## src/rtl/vec_irq_pkg.sv

```systemverilog
// Shared constants and helpers for the vectored interrupt controller.
// Assumes sources interleave external and timer inputs, then serial last.
package vec_irq_pkg;
    localparam int NUM_EXT    = 2;
    localparam int NUM_TMR    = 2;
    localparam int NUM_LATCH  = NUM_EXT + NUM_TMR;
    localparam int NUM_SRC    = NUM_LATCH + 1;
    localparam int SER_IDX    = NUM_LATCH;
    localparam int IDX_W      = $clog2(NUM_SRC);
    localparam int VEC_W      = 16;
    localparam int VEC_BASE   = 3;
    localparam int VEC_STRIDE = 8;

    // Vector address for a source index.
    function automatic logic [VEC_W-1:0] vec_of(input logic [IDX_W-1:0] idx);
        return VEC_W'(VEC_BASE) + VEC_W'(idx) * VEC_W'(VEC_STRIDE);
    endfunction
endpackage

```

## src/rtl/irq_pin_src.sv

```systemverilog
// Flag latch for one active-low external request pin.
// Edge mode: sets on a sampled falling edge, held until clr.
// Level mode: follows the inverted sampled pin, clr has no effect.
// Assumes pin_n is synchronous to clk or already synchronised.
module irq_pin_src (
    input  logic clk,
    input  logic rst_n,
    input  logic pin_n,
    input  logic edge_mode,
    input  logic clr,
    output logic flag
);
    logic pin_q;
    logic pin_qq;
    logic fall;

    assign fall = pin_qq & ~pin_q;

    // Sample the pin twice to find a falling transition.
    always_ff @(posedge clk) begin
        if (!rst_n) begin
            pin_q  <= 1'b1;
            pin_qq <= 1'b1;
        end else begin
            pin_q  <= pin_n;
            pin_qq <= pin_q;
        end
    end

    // Update the pending flag according to the trigger mode.
    always_ff @(posedge clk) begin
        if (!rst_n) begin
            flag <= 1'b0;
        end else if (edge_mode) begin
            flag <= fall | (flag & ~clr);
        end else begin
            flag <= ~pin_q;
        end
    end
endmodule

```

## src/rtl/irq_evt_src.sv

```systemverilog
// Flag latch for a one-cycle event such as a timer overflow.
// A new event in the same cycle as clr wins, so no event is lost.
module irq_evt_src (
    input  logic clk,
    input  logic rst_n,
    input  logic evt,
    input  logic clr,
    output logic flag
);
    // Set on event, hold, clear on request.
    always_ff @(posedge clk) begin
        if (!rst_n) flag <= 1'b0;
        else        flag <= evt | (flag & ~clr);
    end
endmodule

```

## src/rtl/irq_pick.sv

```systemverilog
// Combinational arbiter: high-level requests beat low-level ones, and the
// lowest index wins within a level. Reports the winner and its level.
module irq_pick
    import vec_irq_pkg::*;
(
    input  logic [NUM_SRC-1:0] req,
    input  logic [NUM_SRC-1:0] pri,
    output logic               valid,
    output logic [IDX_W-1:0]   idx,
    output logic               lvl_hi
);
    logic             hi_any;
    logic             lo_any;
    logic [IDX_W-1:0] hi_idx;
    logic [IDX_W-1:0] lo_idx;

    // Scan downward so that the lowest requesting index remains.
    always_comb begin
        hi_any = 1'b0;
        lo_any = 1'b0;
        hi_idx = '0;
        lo_idx = '0;
        for (int i = NUM_SRC - 1; i >= 0; i--) begin
            if (req[i] && pri[i]) begin
                hi_any = 1'b1;
                hi_idx = IDX_W'(i);
            end
            if (req[i] && !pri[i]) begin
                lo_any = 1'b1;
                lo_idx = IDX_W'(i);
            end
        end
    end

    // Select the winning level.
    always_comb begin
        valid  = hi_any | lo_any;
        lvl_hi = hi_any;
        idx    = hi_any ? hi_idx : lo_idx;
    end
endmodule

```

## src/rtl/irq_isv.sv

```systemverilog
// Two in-service bits. set_* enters a level, and ret leaves the highest
// active level. Assumes set_hi and set_lo are never both high.
module irq_isv (
    input  logic clk,
    input  logic rst_n,
    input  logic set_hi,
    input  logic set_lo,
    input  logic ret,
    output logic isv_hi,
    output logic isv_lo
);
    // Track the active service levels.
    always_ff @(posedge clk) begin
        if (!rst_n) begin
            isv_hi <= 1'b0;
            isv_lo <= 1'b0;
        end else begin
            isv_hi <= (isv_hi & ~ret) | set_hi;
            isv_lo <= (isv_lo & ~(ret & ~isv_hi)) | set_lo;
        end
    end
endmodule

```

## src/rtl/vec_irq_ctrl.sv

```systemverilog
// Two-level vectored interrupt controller, top level.
// Latches the external and timer flags and derives the serial flag.
// Gates requests with the enables, arbitrates, and blocks requests the
// active levels do not allow. Enters and leaves levels on ack and ret.
// Assumes the CPU pulses irq_ack only for one cycle while irq_req is high.
module vec_irq_ctrl
    import vec_irq_pkg::*;
(
    input  logic                 clk,
    input  logic                 rst_n,
    input  logic [NUM_EXT-1:0]   ext_pin_n,
    input  logic [NUM_EXT-1:0]   ext_edge_sel,
    input  logic [NUM_TMR-1:0]   tmr_ovf,
    input  logic                 ser_rx,
    input  logic                 ser_tx,
    input  logic                 irq_glob_en,
    input  logic [NUM_SRC-1:0]   irq_src_en,
    input  logic [NUM_SRC-1:0]   irq_pri,
    input  logic [NUM_LATCH-1:0] flag_clr,
    input  logic                 irq_ack,
    input  logic                 irq_ret,
    output logic                 irq_req,
    output logic [VEC_W-1:0]     irq_vec,
    output logic [NUM_SRC-1:0]   pend
);
    logic [NUM_SRC-1:0]   req;
    logic [NUM_LATCH-1:0] take_src;
    logic                 sel_valid;
    logic [IDX_W-1:0]     sel_idx;
    logic                 sel_hi;
    logic                 take;
    logic                 isv_hi;
    logic                 isv_lo;

    // External sources sit at even indices.
    for (genvar k = 0; k < NUM_EXT; k++) begin : g_ext
        irq_pin_src u_pin (
            .clk       (clk),
            .rst_n     (rst_n),
            .pin_n     (ext_pin_n[k]),
            .edge_mode (ext_edge_sel[k]),
            .clr       (take_src[2*k] | flag_clr[2*k]),
            .flag      (pend[2*k])
        );
    end

    // Timer sources sit at odd indices.
    for (genvar k = 0; k < NUM_TMR; k++) begin : g_tmr
        irq_evt_src u_evt (
            .clk   (clk),
            .rst_n (rst_n),
            .evt   (tmr_ovf[k]),
            .clr   (take_src[2*k+1] | flag_clr[2*k+1]),
            .flag  (pend[2*k+1])
        );
    end

    // The serial flag is owned by the UART and is only observed here.
    assign pend[SER_IDX] = ser_rx | ser_tx;

    // Gate pending flags with the individual and global enables.
    assign req = pend & irq_src_en & {NUM_SRC{irq_glob_en}};

    irq_pick u_pick (
        .req    (req),
        .pri    (irq_pri),
        .valid  (sel_valid),
        .idx    (sel_idx),
        .lvl_hi (sel_hi)
    );

    // Raise a request only when the active levels allow it.
    always_comb begin
        irq_req = sel_valid & ~isv_hi & (~isv_lo | sel_hi);
        irq_vec = vec_of(sel_idx);
        take    = irq_ack & irq_req;
    end

    // One-hot clear for the latched flag of the accepted source.
    always_comb begin
        for (int s = 0; s < NUM_LATCH; s++) begin
            take_src[s] = take && (sel_idx == IDX_W'(s));
        end
    end

    irq_isv u_isv (
        .clk    (clk),
        .rst_n  (rst_n),
        .set_hi (take & sel_hi),
        .set_lo (take & ~sel_hi),
        .ret    (irq_ret),
        .isv_hi (isv_hi),
        .isv_lo (isv_lo)
    );
endmodule

```

## config.mk

```make
export PLATFORM = sky130hd
export DESIGN_NAME = vec_irq_ctrl
export DESIGN_NICKNAME = d
export VERILOG_FILES = /design/src/rtl/vec_irq_pkg.sv /design/src/rtl/irq_pin_src.sv /design/src/rtl/irq_evt_src.sv /design/src/rtl/irq_pick.sv /design/src/rtl/irq_isv.sv /design/src/rtl/vec_irq_ctrl.sv
export SDC_FILE = /design/constraint.sdc
export NUM_CORES = 1
export LEC_CHECK = 0
export CORE_MARGIN = 4
export CORE_UTILIZATION = 36
export CTS_CLUSTER_DIAMETER = 150
export DETAILED_ROUTE_END_ITERATION = 16
export MAX_ROUTING_LAYER = met4
export PLACE_DENSITY = 0.79
export SYNTH_ARGS = -nofsm -noshare
export SYNTH_HDL_FRONTEND = slang
export SYNTH_HIERARCHICAL = 1
export SYNTH_SLANG_ARGS = --single-unit
```

## constraint.sdc

```tcl
create_clock -name clk -period 3.75 [get_ports clk]
set_input_delay 1.125 -clock clk [delete_from_list [all_inputs] [get_ports clk]]
set_output_delay 1.125 -clock clk [all_outputs]
set_load 0.05 [all_outputs]
```

* Word-level counts from Yosys, hierarchy flattened
Index checks and enable logic that the tools add are counted.
** Word-level totals
- Register bits after elaboration :: 10
- Input port bits :: 27
- Output and inout bits :: 22
- Word-level logic and storage cells :: 97
** Operators by class
- Add/sub/neg operators :: 1
- Equal/unequal tests :: 3
- Multiplexer cells :: 23
- Bitwise logic cells :: 40
- Reduce and logical (&&, ||, !) cells :: 20
** Operators by type and width (number)
- 3-bit 2-to-1 mux :: 11
- 1-bit AND :: 14
- 1-bit logical AND :: 14
- 1-bit OR :: 13
- 1-bit 2-to-1 mux :: 12
- 1-bit NOT :: 11
- 5-bit AND :: 2
- 2-bit by 6-bit adder with 7-bit output (first input constant) :: 1
- 3-bit by 2-bit == test with 1-bit output (second input constant) :: 2
- 1-bit logical NOT :: 5
- 3-bit by 1-bit == test with 1-bit output (second input constant) :: 1
- 3-bit logical NOT :: 1

* Logic depth before layout (Yosys ltp)
Gate-level depths: netlist of run 1.
- Word-level depth :: 19
- Gate-level depth with buffers :: 9
- Mapped depth without buffers :: 9

* Hierarchy
Netlist of run 1, hierarchy kept.
** By module, submodules not included
- vec_irq_ctrl :: instances 1, cells each 38, area an instance 281.5 µm², sequential area each 0.0 µm²
- irq_pin_src :: instances 2, cells each 8, area an instance 92.6 µm², sequential area each 60.1 µm²
- irq_pick :: instances 1, cells each 22, area an instance 155.1 µm², sequential area each 0.0 µm²
- irq_evt_src :: instances 2, cells each 3, area an instance 41.3 µm², sequential area each 20.0 µm²
- irq_isv :: instances 1, cells each 7, area an instance 70.1 µm², sequential area each 40.0 µm²

* Worst setup path after synthesis of run 1
No wires, ideal clock.
- Path type :: input-to-output
- From :: input ser_tx
- To :: output irq_vec[4]
- Arrival :: 3.056 ns
- Data required time :: 2.625 ns
- Setup slack :: -0.431 ns
- Cell stages on the path :: 5
- Path buffers :: 0
- Cell sequence :: or2_1 -> and3_1 -> a221oi_1 -> o21ai_0 -> a21boi_1
** Between the ends
- Cells in the longest elaborated chain, start to end :: 11
** RTL lines
- start, declared :: line vec_irq_ctrl.sv:15 : input logic ser_tx,
- 1-bit OR :: line vec_irq_ctrl.sv:59 : assign pend[SER_IDX] = ser_rx | ser_tx;
- 5-bit AND (2 in series) :: line vec_irq_ctrl.sv:62 : assign req = pend & irq_src_en & {NUM_SRC{irq_glob_en}};
- via req[4] :: line vec_irq_ctrl.sv:26 : logic [NUM_SRC-1:0] req;
- 1-bit logical AND :: line irq_pick.sv:24 : if (req[i] && pri[i]) begin
- 1-bit 2-to-1 mux (5 in series) :: line irq_pick.sv:24
- 3-bit 2-to-1 mux :: line irq_pick.sv:39 : idx = hi_any ? hi_idx : lo_idx;
- 2-bit by 6-bit adder with 7-bit output :: line vec_irq_pkg.sv:16 : return VEC_W'(VEC_BASE) + VEC_W'(idx) * VEC_W'(VEC_STRIDE);
- end, declared :: line vec_irq_ctrl.sv:23 : output logic [VEC_W-1:0] irq_vec,
The timed path passes the listed nets, and every way through them passes these cells.

* Worst setup path in the final report of run 1
- From :: input irq_pri[0]
- To :: output irq_req
** Between the ends
- Cells in the longest elaborated chain, start to end :: 6
- Elaborated cells on any way between the ends :: 9
** RTL lines
- start, declared :: line vec_irq_ctrl.sv:18 : input logic [NUM_SRC-1:0] irq_pri,
- 1-bit logical NOT :: line irq_pick.sv:28 : if (req[i] && !pri[i]) begin
- 1-bit logical AND :: line irq_pick.sv:28
- 1-bit 2-to-1 mux :: line irq_pick.sv:28
- 1-bit OR * :: line irq_pick.sv:37 : valid = hi_any | lo_any;
- via sel_valid :: line vec_irq_ctrl.sv:28 : logic sel_valid;
- 1-bit AND * (2 in series) :: line vec_irq_ctrl.sv:74 : irq_req = sel_valid & ~isv_hi & (~isv_lo | sel_hi);
- end, declared :: line vec_irq_ctrl.sv:22 : output logic irq_req,
The timed path passes the listed nets; every way through them passes the cells marked *.

==> qor.yml, run 1 <==
status:
  outcome: "finished, final reports clean"
cells_and_area:
  final-seq-area_um2: 200
  final_area_mm2: 0.00139
  nFillCells: 170
  drive_gt1_frac: 0.350
  nets: 172
  multi_input_area_um2: 599
  area_growth_pct: 78.8
  fin_cells: 170
  final_util: 0.692
  n_antenna_cell: 0
floorplanning:
  die_h_um: 54.4
  die_w_um: 54.4
  start_util: 0.387
  die-area_mm2: 0.00296
  io_pins: 49
  rows: 16
  core_area_mm2: 0.00200
place:
  dp_hpwl_um: 1680
  place_inst: 159
  io_buffers: 35
  post_dp_cell_area_mm2: 0.00122
  gp_congestion: 0.784
setup_path:
  cp-start-kind: "primary input"
  crit_end: "irq_req"
  r2r_slack_ps: 1340
  cp_max_fo: 3
  worstRegToRegCells: 12
  cp_cell_sequence: "clkdlybuf4s50_1 -> inv_1 -> a21oi_1 -> and3b_1 -> nand3b_1 -> nand2b_4 -> nor2_4 -> buf_12"
  critPathCaptureType: "output port"
  cp-startpoint: "irq_pri[0]"
  r2r-end: "g_tmr[0].u_evt/flag"
  arrival_ps: 2590
  crit_slowest_cell: "clkdlybuf4s50_1"
  max_stage_delay_ps: 530
  worstSetupPathType: "in2out"
  worstReg2RegStart: "g_ext[0].u_pin/flag"
  worst_ep_required_time_ps: 2620
pwr:
  seq_power_share: 0.328
  switching_share: 0.366
  power_uw: 349
  p_comb_frac: 0.472
  power_density_mw_per_mm2: 252
  p_leak_nw: 0.599
  p_clk_frac: 0.200
  power_switching_uw: 128
  vdd_drop_max_mv: 0.223
  p_int_uw: 221
logic_synthesis:
  yosysSeqAreaShare: 0.258
  syn_area_per_cell_um2: 8.70
  yosys_warnings: 6
  ys_ff_latch: 10
  synth_cells: 89
  ys_types: 33
  syn-cell-area_um2: 774
sta:
  hold_viol: 0
  rsz0062_at_grt: "yes"
  post-route-period-util: 0.992
  fin_skew_ps: 0.996
  drv_slew: 0
  maxSlewHeadroom: 0.665
  hold-worst-slack_ps: 439
  worst_pin_slew_ps: 501
  final-setup-viol-count: 0
  post-route-min-period_ps: 3720
  clock.fmax_mhz: 269
clock_network:
  path_clk_slew_ps: 60
  cts_tree: "done"
  root_buffer: "clkbuf_4"
  cts_buffers: 3
  ctsLongestPathBuffers: 2
  htree_levels: 1
  hold_buffers: 0
  cts.sinks: 10
  clock_latency_ps: 260
grt:
  antenna_found_initial: 0
  grt_usage: 0.168
  first_global_vias: 838
  grt_max_degree: 11
  grt_overflow: 0
  grt_first_pass_wirelength_um: 3490
route:
  vias: 818
  wl_um: 2160
  drt_pass1_iterations: 4
  drt_iter0_markers: 6
  via_per_inst: 4.81
  ant_nets: 0
  post-route-drc-count: 0
  wl_per_cell_um: 12.7
flow_run:
  max_cap_violations: 0
hold_path:
  hp-class: "reg2reg"
[logic make-up (layout without fill, tap and decap cells)]
logic type,count (synthesis),count (layout),share of synthesized area
other,2,13,0.00970
DFF,10,10,0.258
AOI/OAI and AO/OA,21,21,0.226
buffers and inverters,18,61,0.150
and+or+nand+nor,38,38,0.355
[power groups by stage]
stage	Combinational [mW]	Clock, mW	Sequential, mW
finish	0.165	0.0697	0.115
CTS	0.162	0.0732	0.115
global route	0.175	0.0769	0.115
global placement	0.151	0	0.117
detailed placement	0.153	0	0.117
floorplan	0.0898	0	0.125
[cells in the mapped netlist]
library cell | n | area share
o21ai_0 | 3 | 0.019
a21oi_1 | 2 | 0.013
and3_1 | 5 | 0.040
inv_1 | 5 | 0.024
nand4b_1 | 2 | 0.023
o31ai_2 | 1 | 0.016
o41ai_2 | 2 | 0.042
and3b_1 | 1 | 0.011
nand2_1 | 4 | 0.019
nor2_1 | 2 | 0.0097
nor2b_4 | 3 | 0.053
a21boi_1 | 1 | 0.0097
a22oi_2 | 1 | 0.016
dfxtp_1 | 10 | 0.26
conb_1 | 2 | 0.0097
nand3b_1 | 1 | 0.0097
nor4b_1 | 1 | 0.011
o21ai_1 | 2 | 0.013
a21o_1 | 1 | 0.0097
nand2_2 | 1 | 0.0081
a221oi_1 | 1 | 0.011
and4b_2 | 1 | 0.015
a32oi_1 | 1 | 0.011
o21a_1 | 3 | 0.029
and3_4 | 1 | 0.015
nor3b_1 | 1 | 0.0097
buf_4 | 13 | 0.13
nand2b_1 | 7 | 0.057
nor2b_1 | 5 | 0.040
nand2b_4 | 1 | 0.018
or2_1 | 2 | 0.016
o211a_1 | 1 | 0.013
o41ai_1 | 2 | 0.023
[stage by stage]
step	TNS (ps)	setup slack, ps
6_report	0	30.6
5_1_grt	-29.2	-29.2
4_1_cts	0	5.09
3_5_place_dp	-889	-306
3_3_place_gp	-645	-230
2_1_floorplan	-61.7	-61.7
[repair_timing]
item,CTS,global route
hold endpoints to repair,0,0
buffers inserted,6,2
setup endpoints to repair,4,3
pin swaps,11,4
resized for setup,23,3
[layer usage]
layer  routed length [µm]  share of wire  vias up  GRT usage
met5                    0              0        -          -
met4                   87          0.040        0      0.137
met3                  146          0.068        8     0.0109
met2                 1140           0.53       36      0.297
met1                  783           0.36      375      0.170
li1                     -              -      399          -
[flip-flops by register name, summed over array words and instances (netlist names)]
| name | flops |
|---|---|
| g_ext.u_pin/flag | 2 |
| g_ext.u_pin/pin_q | 2 |
| g_tmr.u_evt/flag | 2 |
| g_ext.u_pin/pin_qq | 2 |
| u_isv/isv_lo | 1 |
| u_isv/isv_hi | 1 |
[cell type report]
type                    instances  area share
repair buffers                 53       0.369
multi-input cells              72       0.433
clock buffers                   3      0.0163
flip-flops and latches         10       0.145
well taps                      27      0.0244
inverters                       5      0.0136
[worst max-delay path: cells and delay by family]
family	cells	cell delay, ps
buffers and inverters	3	790
and+or+nand+nor	4	530
AOI/OAI and AO/OA	1	150
[placed cells by master (no fill, tap or decap), types with 2 or more instances in the layout]
| master | instances |
|---|---|
| clkbuf_4 | 3 |
| nand2b_1 | 7 |
| clkdlybuf4s50_1 | 24 |
| o41ai_2 | 2 |
| o41ai_1 | 2 |
| nor2b_4 | 5 |
| and3_4 | 6 |
| inv_1 | 5 |
| nand4b_1 | 2 |
| o21ai_1 | 2 |
| o21a_1 | 3 |
| nor2b_1 | 3 |
| a21oi_1 | 2 |
| conb_1 | 13 |
| o21ai_2 | 2 |
| or2_1 | 2 |
| dlygate4sd2_1 | 5 |
| buf_4 | 19 |
| buf_12 | 3 |
| dfxtp_1 | 10 |
| nand2_1 | 3 |
[how the worst min path moves through the flow]
| stage | startpoint | endpoint | slack, ps | cells after the start |
|---|---|---|---|---|
| finish | g_ext[1].u_pin/pin_q | g_ext[1].u_pin/pin_qq | 440 | 1 |
| global route | g_ext[0].u_pin/pin_q | g_ext[0].u_pin/pin_qq | 460 | 1 |
| CTS | g_ext[1].u_pin/pin_q | g_ext[1].u_pin/pin_qq | 440 | 1 |
| detailed placement | g_ext[0].u_pin/pin_q | g_ext[0].u_pin/pin_qq | 430 | 1 |
| global placement | g_ext[1].u_pin/pin_q | g_ext[1].u_pin/pin_qq | 420 | 1 |
| floorplan | g_ext[0].u_pin/pin_q | g_ext[0].u_pin/pin_qq | 410 | 1 |
(Power assumes the default switching activity.)
==> run 2: changes to the inputs <==
--- a/config.mk
+++ b/config.mk
@@ -9,8 +9,10 @@
 export CORE_UTILIZATION = 36
 export CTS_CLUSTER_DIAMETER = 150
 export DETAILED_ROUTE_END_ITERATION = 16
+export GPL_TIMING_DRIVEN = 0
 export MAX_ROUTING_LAYER = met4
 export PLACE_DENSITY = 0.79
+export SLEW_MARGIN = 20
 export SYNTH_ARGS = -nofsm -noshare
 export SYNTH_HDL_FRONTEND = slang
 export SYNTH_HIERARCHICAL = 1
==> run 2 against run 1 <==
Net effect: routed wire length increased by 1.3%; critical path depth unchanged; total power increased by 1.4%; register-to-register slack improved by 70 ps; clock power increased by 0.7%; critical path type unchanged; clock skew increased by 1.9 ps; first-iteration DRC count increased by 100%; via count increased by 1.6%; setup slack improved by 25 ps.
==> qor.yml, run 2 (synthesis gave the netlist of run 1 again) <==
clock_network:
  cts_buffers: 3  # unchanged
  cts.sinks: 10  # unchanged
  cts_tree: "done"  # unchanged
  path_clk_slew_ps: 60  # about the same
  htree_levels: 1  # unchanged
  ctsLongestPathBuffers: 2  # unchanged
  clock_latency_ps: 260  # about the same
  root_buffer: "clkbuf_4"  # unchanged
setup_path:
  critPathCaptureType: "output port"  # unchanged
  arrival_ps: 2570  # was 2590 ps
  critical_path.top_delay_family: "simple AND/OR/NAND/NOR gates"  # was buffers and inverters
  worstRegToRegCells: 11  # was 12
  crit_slowest_cell: "clkdlybuf4s50_1"  # unchanged
  worstSetupPathType: "in2out"  # unchanged
  cp_cell_sequence: "clkdlybuf4s50_1 -> and3_4 -> nand2b_1 -> and3b_1 -> nand3b_1 -> nand2b_4 -> nor2_4 -> buf_8"  # was clkdlybuf4s50_1 -> inv_1 -> a21oi_1 -> and3b_1 -> nand3b_1 -> nand2b_4 -> nor2_4 -> buf_12
  worst_ep_required_time_ps: 2620  # about the same
  cp.buffers_inverters: 2  # was 3
  max_stage_delay_ps: 460  # was 530 ps
  cp_max_fo: 3  # unchanged
  cp.depth: 8  # unchanged
  cp-start-kind: "primary input"  # unchanged
place:
  dp_hpwl_um: 1680  # about the same
  gp_congestion: 0.729  # was 0.784
  place_inst: 162  # was 159
  io_buffers: 35  # unchanged
  dpl_worst_slack_ps: -956  # was -306 ps
grt:
  grt_max_degree: 11  # unchanged
  grt_first_pass_wirelength_um: 3250  # was 3490 µm
  antenna_found_initial: 0  # unchanged
  grt_overflow: 0  # unchanged
  grt_usage: 0.155  # was 0.168
  first_global_vias: 771  # was 838
route:
  drt_iter0_markers: 12  # was 6
  drt_pass1_iterations: 4  # unchanged
  ant_nets: 0  # unchanged
  wl_um: 2190  # was 2160 µm
  wl_per_cell_um: 12.5  # was 12.7 µm
  post-route-drc-count: 0  # unchanged
  vias: 831  # was 818
  via_per_inst: 4.75  # was 4.81
floorplanning:
  rows: 16  # unchanged
  die_h_um: 54.4  # unchanged
  core_area_mm2: 0.00200  # unchanged
  die-area_mm2: 0.00296  # unchanged
  die_w_um: 54.4  # unchanged
  io_pins: 49  # unchanged
  start_util: 0.387  # unchanged
sta:
  worst_pin_slew_ps: 510  # was 501 ps
  post-route-min-period_ps: 3690  # was 3720 ps
  post-route-period-util: 0.985  # was 0.992
  drv_slew: 0  # unchanged
  clock.fmax_mhz: 271  # was 269 MHz
  fin_skew_ps: 2.86  # was 0.996 ps
  hold_viol: 0  # unchanged
  maxSlewHeadroom: 0.655  # was 0.665
  final-setup-viol-count: 0  # unchanged
  fin_ws_ps: 55.8  # was 30.6 ps
  rsz0062_at_grt: "no"  # was yes
  setup_tns_ps: 0  # unchanged
cells_and_area:
  multi_input_area_um2: 597  # was 599 µm²
  layout_commonest_cell: "clkdlybuf4s50_1"  # unchanged
  fin_cells: 175  # was 170
  n_antenna_cell: 0  # unchanged
  area_growth_pct: 81.9  # was 78.8%
  final_cell_mix: "clkdlybuf4s50_1 (24), buf_4 (22), conb_1 (13)"  # was clkdlybuf4s50_1 (24), buf_4 (19), conb_1 (13)
  nets: 177  # was 172
  nFillCells: 167  # was 170
  final-seq-area_um2: 200  # unchanged
  drive_gt1_frac: 0.365  # was 0.350
  final_util: 0.704  # was 0.692
pwr:
  power_density_mw_per_mm2: 251  # was 252 mW/mm²
  p_leak_nw: 0.639  # was 0.599 nW
  power_uw: 354  # was 349 µW
  vdd_drop_max_mv: 0.215  # was 0.223 mV
hold_path:
  whs_path_depth: 1  # unchanged
  hp-class: "reg2reg"  # unchanged
flow_run:
  max_cap_violations: 0  # unchanged
status:
  outcome: "finished, final reports clean"  # unchanged
## run 2: changes by cell type in the layout (fill, tap and decap cells not counted), sizes merged
cell          change
buf               +4
dlymetal6s2s      +2
clkbuf            +1
dlygate4sd2       -2
## run 2: layout make-up
cell class,instances,area share
sequential,10,0.142
tap,27,0.0240
clock buffer,3,0.0160
inverter,5,0.0133
timing repair buffer,45,0.312
multi-input combinational,72,0.424
buffer,13,0.0693
## run 2: metrics by stage
| stage | cell area [µm²] | hold slack [ps] |
|---|---|---|
| after floorplan | 838 | 409 |
| after global placement | 1220 | 424 |
| after detailed placement | 1220 | 426 |
| after CTS | 1360 | 445 |
| after global routing | 1410 | 461 |
| final | 1410 | 439 |
## run 2: timing repair
action | 4_1_cts | 5_1_grt
setup endpoints to repair | 4 | 4
gates cloned | 0 | 0
pin swaps | 11 | 7
gates resized for setup | 48 | 7
setup buffers | 7 | 3
hold buffers | 0 | 0
## run 2: where the power goes
part	internal (mW)	total, mW	leakage [nW]	switching [mW]
registers	0.112	0.115	0.0826	0.00307
logic	0.0763	0.169	0.542	0.0928
clock network	0.0369	0.0702	0.0138	0.0333
## run 2: worst paths after layout
check                       startpoint  slack (ps)                    end
setup / recovery         irq_src_en[2]          60                irq_req
hold / removal    g_ext[0].u_pin/pin_q         440  g_ext[0].u_pin/pin_qq
setup reg to reg   g_tmr[0].u_evt/flag        1410    g_tmr[1].u_evt/flag
hold reg to reg   g_ext[0].u_pin/pin_q         440  g_ext[0].u_pin/pin_qq
## run 2: metal layers
metal / global-route usage / vias to the layer above / wire (µm)
li1: - / 414 / -
met1: 0.155 / 377 / 802
met2: 0.285 / 35 / 1200
met3: 0.0327 / 5 / 159
met4: 0.0664 / 0 / 27
met5: - / - / 0
==> run 3: changes to the inputs <==
--- a/config.mk
+++ b/config.mk
@@ -5,13 +5,15 @@
 export SDC_FILE = /design/constraint.sdc
 export NUM_CORES = 1
 export LEC_CHECK = 0
+export CORE_ASPECT_RATIO = 0.75
 export CORE_MARGIN = 4
-export CORE_UTILIZATION = 36
+export CORE_UTILIZATION = 37
+export CTS_BUF_LIST = sky130_fd_sc_hd__clkbuf_8
 export CTS_CLUSTER_DIAMETER = 150
 export DETAILED_ROUTE_END_ITERATION = 16
 export GPL_TIMING_DRIVEN = 0
 export MAX_ROUTING_LAYER = met4
-export PLACE_DENSITY = 0.79
+export PLACE_DENSITY = 0.81
 export SLEW_MARGIN = 20
 export SYNTH_ARGS = -nofsm -noshare
 export SYNTH_HDL_FRONTEND = slang
==> run 3 against run 2 <==
Net effect: clock skew increased by 0.66 ps; highest routed layer unchanged; via count grew 2.2%; core utilization grew 1.4 points; global-route usage is 3.3 points higher; clock-buffer cell count grew 1; sequential power is essentially flat; maximum frequency fell by 0.15%; die area shrank 2.0%; cell count down 1.1%.
==> qor.yml, run 3 (synthesis gave the netlist of run 1 again) <==
sta:
  drv_slew: 0  # unchanged
  worst_pin_slew_ps: 583  # was 510 ps
  clock.fmax_mhz: 270  # was 271 MHz
  post-route-min-period_ps: 3700  # was 3690 ps
  fin_skew_ps: 3.52  # was 2.86 ps
  final-setup-viol-count: 0  # unchanged
  post-route-period-util: 0.987  # was 0.985
  maxSlewHeadroom: 0.606  # was 0.655
  hold_viol: 0  # unchanged
setup_path:
  critPathCaptureType: "output port"  # unchanged
  worst_ep_required_time_ps: 2620  # about the same
  r2r_slack_ps: 1280  # was 1410 ps
  arrival_ps: 2570  # about the same
  worstReg2RegStart: "g_tmr[0].u_evt/flag"  # unchanged
  r2r-end: "g_tmr[1].u_evt/flag"  # unchanged
  worstRegToRegCells: 11  # unchanged
  cp_max_fo: 2  # was 3
  worstSetupPathType: "in2out"  # unchanged
  cp-start-kind: "primary input"  # unchanged
grt:
  grt_usage: 0.188  # was 0.155
  antenna_found_initial: 0  # unchanged
  grt_max_degree: 11  # unchanged
  grt_overflow: 0  # unchanged
  grt_first_pass_wirelength_um: 3710  # was 3250 µm
  first_global_vias: 865  # was 771
clock_network:
  hold_buffers: 0  # unchanged
  path_clk_slew_ps: 50  # was 60 ps
  cts_buffers: 3  # unchanged
  clock_latency_ps: 240  # was 260 ps
  htree_levels: 1  # unchanged
  ctsLongestPathBuffers: 2  # unchanged
  cts_tree: "done"  # unchanged
  cts.sinks: 10  # unchanged
  root_buffer: "clkbuf_8"  # was clkbuf_4
floorplanning:
  start_util: 0.388  # was 0.387
  die_w_um: 60.8  # was 54.4 µm
  io_pins: 49  # unchanged
  core_area_mm2: 0.00200  # about the same
  die-area_mm2: 0.00290  # was 0.00296 mm²
  die_h_um: 47.6  # was 54.4 µm
  rows: 14  # was 16
pwr:
  p_leak_nw: 0.641  # was 0.639 nW
  power_density_mw_per_mm2: 292  # was 251 mW/mm²
  vdd_drop_max_mv: 0.238  # was 0.215 mV
  power_uw: 419  # was 354 µW
status:
  outcome: "finished, final reports clean"  # unchanged
cells_and_area:
  area_growth_pct: 85.0  # was 81.9%
  layout_commonest_cell: "clkdlybuf4s50_1"  # unchanged
  nFillCells: 148  # was 167
  final_cell_mix: "clkdlybuf4s50_1 (24), buf_4 (22), conb_1 (13)"  # unchanged
  n_antenna_cell: 0  # unchanged
  drive_gt1_frac: 0.362  # was 0.365
  nets: 177  # unchanged
  final_util: 0.717  # was 0.704
route:
  vias: 849  # was 831
  drt_iter0_markers: 5  # was 12
  drt_pass1_iterations: 4  # unchanged
  post-route-drc-count: 0  # unchanged
  ant_nets: 0  # unchanged
  wl_per_cell_um: 14.6  # was 12.5 µm
  via_per_inst: 4.91  # was 4.75
  wl_um: 2520  # was 2190 µm
place:
  dp_hpwl_um: 1730  # was 1680 µm
  gp_congestion: 0.711  # was 0.729
  io_buffers: 35  # unchanged
hold_path:
  min-delay-start: "g_ext[0].u_pin/pin_q"  # unchanged
  whs_path_depth: 1  # unchanged
  min_to: "g_ext[0].u_pin/pin_qq"  # unchanged
  hp-class: "reg2reg"  # unchanged
flow_run:
  max_cap_violations: 0  # unchanged
run 3: cell types whose count changed in the layout (fill, tap and decap cells not counted), sizes merged:
cell,delta
dlygate4sd2,-1
dlymetal6s2s,-1
clkdlybuf4s15,+3
run 3: area by class of cell:
type	instances	area (µm²)	area share
buffer	13	97.6	0.0681
clock buffer	4	55.1	0.0384
inverter	5	18.8	0.0131
multi-input combinational	72	597	0.417
sequential	10	200	0.140
tap	24	30.0	0.0210
timing repair buffer	45	434	0.303
run 3: how the worst max path moves through the flow:
stage	from	endpoint	slack (ps)
finish	irq_src_en[4]	irq_vec[4]	50
floorplan	ser_tx	irq_vec[4]	-60
CTS	ser_rx	irq_vec[4]	30
global route	irq_pri[0]	irq_req	-20
global placement	ser_tx	irq_vec[4]	-860
detailed placement	ser_tx	irq_vec[4]	-980
run 3: routing by layer:
metal / wire length (µm) / share of wire / global-route usage / vias up
met1: 962 / 0.38 / 0.182 / 386
li1: - / - / - / 412
met5: 0 / 0 / - / -
met2: 1280 / 0.51 / 0.348 / 42
met4: 68 / 0.027 / 0.0952 / 0
met3: 206 / 0.082 / 0.0539 / 9
run 3: metrics by stage:
| stage | worst slack (ps) | cell area, µm² | setup TNS, ps | std cells | hold WS [ps] |
|---|---|---|---|---|---|
| after global placement | -863 | 1220 | -3160 | 159 | 419 |
| after global routing | -16.7 | 1430 | -16.7 | 173 | 465 |
| after floorplan | -61.7 | 838 | -61.7 | 100 | 409 |
| final | 50.2 | 1430 | 0 | 173 | 435 |
| after detailed placement | -985 | 1220 | -3390 | 159 | 434 |
| after CTS | 31.3 | 1400 | 0 | 170 | 445 |
run 3: timing repair:
action                                  4_1_cts  5_1_grt
gates resized for setup                      51        6
endpoints found under the setup margin        4        4
cloned                                        0        0
setup buffers                                 7        3
pin swaps                                    11        8
run 3: report_power, final:
part	leakage [nW]	switching (mW)	internal [mW]
Combinational	0.530	0.0947	0.0744
Clock	0.0288	0.0424	0.0923
Sequential	0.0826	0.00320	0.112
Total	0.641	0.140	0.279
run 3: worst max-delay path: stages:
cell,delay [ps]
clkdlybuf4s50_1,410
and3_4,200
a221oi_4,350
o21ai_2,120
a21boi_4,190
buf_6,180
